## config.mk

```make
export PLATFORM = sky130hd
export DESIGN_NAME = pirq_router
export DESIGN_NICKNAME = d
export VERILOG_FILES = /design/src/rtl/pirq_pkg.sv /design/src/rtl/pirq_router_cfg.sv /design/src/rtl/pirq_router_track.sv /design/src/rtl/pirq_router_edge.sv /design/src/rtl/pirq_router.sv
export SDC_FILE = /design/constraint.sdc
export NUM_CORES = 2
export LEC_CHECK = 0
export BUFFER_PORTS_ARGS = -buffer_cell sky130_fd_sc_hd__buf_2
export CAP_MARGIN = 0
export CORE_MARGIN = 2
export CORE_UTILIZATION = 25
export DETAILED_ROUTE_END_ITERATION = 12
export GPL_TIMING_DRIVEN = 0
export PLACE_DENSITY = 0.48
export SLEW_MARGIN = 20
export SYNTH_ARGS = -nofsm -noshare
export SYNTH_HDL_FRONTEND = slang
export SYNTH_HIERARCHICAL = 1
export SYNTH_SLANG_ARGS = --single-unit
```

## constraint.sdc

```tcl
create_clock -name clk -period 4.2 [get_ports clk]
set_input_delay 0.84 -clock clk [delete_from_list [all_inputs] [get_ports clk]]
set_output_delay 0.84 -clock clk [all_outputs]
set_load 0.01 [all_outputs]
```

## src/rtl/pirq_pkg.sv

```systemverilog
package pirq_pkg;

    localparam int NUM_CH  = 4;
    localparam int CH_W    = 2;
    localparam int NUM_IRQ = 16;
    localparam int IRQ_W   = 4;

    localparam logic [7:0]         ROUTE_MASK = 8'h8F;
    localparam logic [7:0]         ROUTE_RST  = 8'h80;
    localparam logic [NUM_IRQ-1:0] LEGAL_IRQ  = 16'hDEF8;

    typedef logic [7:0] route_t;

    typedef struct packed {
        logic             valid;
        logic [CH_W-1:0]  ch;
        logic [IRQ_W-1:0] irq;
    } release_t;

    function automatic logic irq_legal(input logic [IRQ_W-1:0] irq);
        return LEGAL_IRQ[irq];
    endfunction

    // rotation of slot/pin onto a channel, modulo 4
    function automatic logic [CH_W-1:0] pick_channel(
        input logic [CH_W-1:0] slot_lo,
        input logic [1:0]      pin,
        input logic [CH_W-1:0] off_lo
    );
        return slot_lo + pin + 2'd1 - off_lo;
    endfunction

endpackage

```

## src/rtl/pirq_router_cfg.sv

```systemverilog
module pirq_router_cfg
    import pirq_pkg::*;
(
    input  logic                          clk,
    input  logic                          rst,
    input  logic                          cfg_we,
    input  logic [CH_W-1:0]               cfg_sel,
    input  logic [7:0]                    cfg_wdata,
    output logic [NUM_CH-1:0][7:0]        route,
    output release_t                      rel
);

    route_t route_q [NUM_CH];
    route_t wmask;
    route_t old;
    logic   accept;
    logic   shared;

    always_comb begin
        wmask  = cfg_wdata & ROUTE_MASK;
        old    = route_q[cfg_sel];
        accept = 1'b0;
        if (cfg_we && (wmask != old)) begin
            if (wmask[7]) accept = !old[7];
            else          accept = irq_legal(wmask[IRQ_W-1:0]);
        end
        shared = 1'b0;
        for (int j = 0; j < NUM_CH; j++) begin
            if ((j != int'(cfg_sel)) && !route_q[j][7] &&
                (route_q[j][IRQ_W-1:0] == old[IRQ_W-1:0]))
                shared = 1'b1;
        end
        rel.valid = accept && !old[7] && !shared;
        rel.ch    = cfg_sel;
        rel.irq   = old[IRQ_W-1:0];
    end

    always_ff @(posedge clk) begin
        if (rst) begin
            for (int j = 0; j < NUM_CH; j++) route_q[j] <= ROUTE_RST;
        end else if (accept) begin
            route_q[cfg_sel] <= wmask;
        end
    end

    generate
        for (genvar g = 0; g < NUM_CH; g++) begin : g_out
            assign route[g] = route_q[g];
        end
    endgenerate

endmodule

```

## src/rtl/pirq_router_track.sv

```systemverilog
module pirq_router_track
    import pirq_pkg::*;
#(
    parameter int NUM_SLOTS      = 32,
    parameter int SWIZZLE_OFFSET = 2,
    localparam int SLOT_W        = $clog2(NUM_SLOTS)
)(
    input  logic                          clk,
    input  logic                          rst,
    input  logic                          src_valid,
    input  logic [SLOT_W-1:0]             src_slot,
    input  logic [1:0]                    src_pin,
    input  logic                          src_level,
    input  logic [NUM_CH-1:0][7:0]        route,
    input  release_t                      rel,
    output logic [NUM_IRQ-1:0]            level
);

    localparam logic [CH_W-1:0] OFF_LO = SWIZZLE_OFFSET[CH_W-1:0];

    logic [NUM_CH-1:0][NUM_IRQ-1:0][NUM_SLOTS-1:0] held_q;
    logic [CH_W-1:0]  ch;
    route_t           r;
    logic             hit;

    always_comb begin
        ch  = pick_channel(src_slot[CH_W-1:0], src_pin, OFF_LO);
        r   = route[ch];
        hit = src_valid && !r[7] && irq_legal(r[IRQ_W-1:0]);
    end

    always_ff @(posedge clk) begin
        if (rst) begin
            held_q <= '0;
        end else begin
            if (hit) held_q[ch][r[IRQ_W-1:0]][src_slot] <= src_level;
            if (rel.valid) held_q[rel.ch][rel.irq] <= '0;
        end
    end

    always_comb begin
        for (int i = 0; i < NUM_IRQ; i++) begin
            level[i] = 1'b0;
            for (int c = 0; c < NUM_CH; c++) level[i] = level[i] | (|held_q[c][i]);
        end
    end

endmodule

```

## src/rtl/pirq_router_edge.sv

```systemverilog
module pirq_router_edge
    import pirq_pkg::*;
(
    input  logic               clk,
    input  logic               rst,
    input  logic [NUM_IRQ-1:0] level,
    output logic [NUM_IRQ-1:0] raise,
    output logic [NUM_IRQ-1:0] lower
);

    logic [NUM_IRQ-1:0] prev_q;

    always_ff @(posedge clk) begin
        if (rst) prev_q <= '0;
        else     prev_q <= level;
    end

    assign raise = level & ~prev_q;
    assign lower = prev_q & ~level;

endmodule

```

## src/rtl/pirq_router.sv

```systemverilog
module pirq_router
    import pirq_pkg::*;
#(
    parameter int NUM_SLOTS      = 32,
    parameter int SWIZZLE_OFFSET = 2,
    localparam int SLOT_W        = $clog2(NUM_SLOTS)
)(
    input  logic               clk,
    input  logic               rst,
    input  logic               src_valid,
    input  logic [SLOT_W-1:0]  src_slot,
    input  logic [1:0]         src_pin,
    input  logic               src_level,
    input  logic               cfg_we,
    input  logic [1:0]         cfg_sel,
    input  logic [7:0]         cfg_wdata,
    output logic [7:0]         cfg_rdata,
    output logic [15:0]        irq_level,
    output logic [15:0]        irq_raise,
    output logic [15:0]        irq_lower
);

    logic [NUM_CH-1:0][7:0] route;
    release_t               rel;

    pirq_router_cfg u_cfg (
        .clk       (clk),
        .rst       (rst),
        .cfg_we    (cfg_we),
        .cfg_sel   (cfg_sel),
        .cfg_wdata (cfg_wdata),
        .route     (route),
        .rel       (rel)
    );

    pirq_router_track #(
        .NUM_SLOTS      (NUM_SLOTS),
        .SWIZZLE_OFFSET (SWIZZLE_OFFSET)
    ) u_track (
        .clk       (clk),
        .rst       (rst),
        .src_valid (src_valid),
        .src_slot  (src_slot),
        .src_pin   (src_pin),
        .src_level (src_level),
        .route     (route),
        .rel       (rel),
        .level     (irq_level)
    );

    pirq_router_edge u_edge (
        .clk   (clk),
        .rst   (rst),
        .level (irq_level),
        .raise (irq_raise),
        .lower (irq_lower)
    );

    assign cfg_rdata = route[cfg_sel];

endmodule

```

==> impl_metrics.toml <==
[run_status]
status = "complete, but fails checks"
failed_checks = "negative setup slack"

[clock_tree]
cts_buffers = 228
cts_hold_buf = 0
clockBufferDepth = 4
cts.clk_slew.worst_paths_ns = 0.06
cts.htree.levels = 4
insertion_delay_ns = 0.92
clkSinkCount = 2084
cts_tree = "built"
root_buffer = "clkbuf_16"

[synthesis]
synth_enable_flop_cells = 20
synth_seq_area_share_pct = 52.1
ys_ff_latch = 2084
syn_area_per_cell_um2 = 9.12
netlist_area_um2 = 80500
yosysUniqueCellTypes = 70
async_flop_share_pct = 0
ys.flop_type = "dfxtp_1"
syn_inst = 8824
yosysWarningCount = 6

[worst_hold_path]
hp-class = "primary input to flip-flop"

[pwr]
power_density_nw_per_um2 = 442
power.leakage_nw = 34.2
ir_drop_v = 0.000365
power.total_w = 0.0421

[routing]
wire_per_inst_um = 23.1
avgViaCountPerCell = 5.27
drt_wl_total_mm = 315
drt_iter0_markers = 7936
drtAntennaViolNets = 0
drc = 0
first_pass_iters = 9
vias = 71900

[die]
initial_core_util_pct = 25.1
fp.dieH_um = 571
rows = 208
pin_count = 78
core_area_um2 = 321000
die-area_um2 = 326000
die_w_um = 571

[grt]
grt_antenna_before_repair = 17
grt_pass1_vias = 67900
grt_usage_pct = 18.5
grtUsageMet1_pct = 24.4
use_met3_pct = 3.50
grt_max_degree = 18
gr-total-overflow = 0
use_met2_pct = 29.0
busiest_layer = "met2"
grt_first_pass_wirelength_mm = 457

[setup_path]
worstPathRequired_ns = 3.36
worstSetupEndpointType = "output pin"
path_class = "flip-flop to output pin"
start_kind = "flip-flop"
critPathMaxFanout = 4
crit_arrival_ns = 3.44

[timing]
hold_viol_final = 0
worst_pin_slew_ns = 1.29
max_freq_ghz = 0.234
max-slew-margin-rel_pct = 13.8
fin_setup_tns_ns = -0.279
skew_ns = 0.0991
slew_viol_final = 0
min_period_over_period_pct = 102
period_needed_ns = 4.28
setup_viol = 7
fin_ws_ns = -0.0787

[place]
place_inst = 13200
gp_congestion = 0.965
dpl.hpwl_mm = 238
numPortBuffers = 68

[cells_and_area]
drive_gt1_share_pct = 11.1
fin_nets = 9193
fin_cells = 13700
areaGrowthSynthToFinish_pct = 18.4

[flow_run]
maxCapViolCount = 0
registers in the layout, summed over array words and instances (netlist names):
name	count
u_track/held_q	2048
u_cfg/route_q	20
u_edge/prev_q	16
metal layers:
metal / wire length [um] / vias up / part of all wire [%]
met3: 25400 / 732 / 8.0
met5: 62 / - / 0.020
met2: 140000 / 3202 / 44
met1: 134000 / 35000 / 43
met4: 16000 / 10 / 5.1
li1: - / 33000 / -
repair_timing:
item                       in CTS  in global routing
setup endpoints to repair    2022               1622
resized for setup             140                154
pin swaps                       5                  8
setup buffers                  12                  9
layout make-up:
cell class | instances | area, um2
fillers | 33500 | 225000
plain buffers | 856 | 3920
diodes | 7 | 17.5
flip-flops and latches | 2084 | 41900
multi-input cells | 5888 | 35700
inverters | 5 | 22.5
well taps | 4305 | 5390
clock inverters | 78 | 915
clock buffers | 326 | 6710
repair buffers | 107 | 731
synthesized netlist by cell type, types with 7 or more instances:
cell,number,area (um2)
dfxtp_1,2064,41300
nand3_1,1164,5830
a21oi_1,866,4330
o21ai_0,836,4180
and2_1,644,4030
clkbuf_1,562,2110
nor4_1,548,3430
nor2_1,328,1230
o211ai_1,321,2410
o31ai_1,321,2410
mux2i_1,264,2640
buf_2,150,751
nand4_1,130,813
nand2_1,119,447
buf_4,71,533
buf_1,58,218
nor2b_1,39,244
a21o_1,34,255
nor3_4,30,488
nor3_1,27,135
nor2_2,24,150
xor2_1,21,184
edfxtp_1,20,601
buf_6,13,146
and3b_1,12,105
mux4_2,12,270
nand2b_1,12,75.1
nor3b_1,12,90.1
and3_1,9,56.3
xnor2_1,9,78.8
o221ai_1,8,70.1
nor2b_2,7,61.3
o21a_1,7,52.6
logic make-up after synthesis:
group                      Yosys count  synth area share, %
muxes                              279                 3.67
other                                1              0.00466
xor gates and xnor gates            32                0.386
and+or+nand+nor                   3139                 21.7
buffers and inverters              863                 4.75
AOI/OAI and AO/OA                 2424                 17.4
adders and majority gates            2               0.0280
DFF                               2084                 52.1
final timing paths:
check,startpoint,to,slack [ns],cells past startpoint
setup / recovery,u_track/held_q[992],irq_raise[15],-0.08,7
hold / removal,cfg_wdata[7],u_cfg/route_q[3][4],0.31,2
setup reg to reg,u_cfg/route_q[1][0],u_track/held_q[1877],0.03,10
hold reg to reg,u_track/held_q[605],u_track/held_q[605],0.45,1
per-stage QoR:
step                      setup WS (ns)  cell area [um2]  utilization [%]  hold slack [ns]
after global routing          -0.000521            95300             29.7            0.295
after global placement            -3.03            86200             26.9            0.442
final                           -0.0787            95300             29.7            0.311
after floorplan                   0.259            80500                -            0.430
after CTS                       -0.0596            94800             29.6            0.255
after detailed placement          -1.72            86600             27.0            0.444
worst max-delay path, cell delays in order, from the launching register on:
cell and delay [ns]:
dfxtp_1 0.34, nor4_4 0.50, nand4_1 0.53, nor4_2 0.50
buf_4 0.27, nand2_1 0.12, nor2b_1 0.17, buf_2 0.13
layout by cell type, fill, tap and decap left out, types with 232 or more instances in the layout:
cell and instances:
nor2_1 290, clkbuf_16 232, nand3_1 1162, mux2i_1 264, o211ai_1 321, o31ai_1 321, nor4_1 496, clkbuf_1 509
and2_1 644, o21ai_0 835, dfxtp_1 2063, a21oi_1 849
where the power goes:
part	switching, W	total, W	internal, W
logic	0.00147	0.00182	0.000350
registers	0.0000351	0.0198	0.0198
clock network	0.00848	0.0205	0.0120
Power figures use the tool's default switching activity.
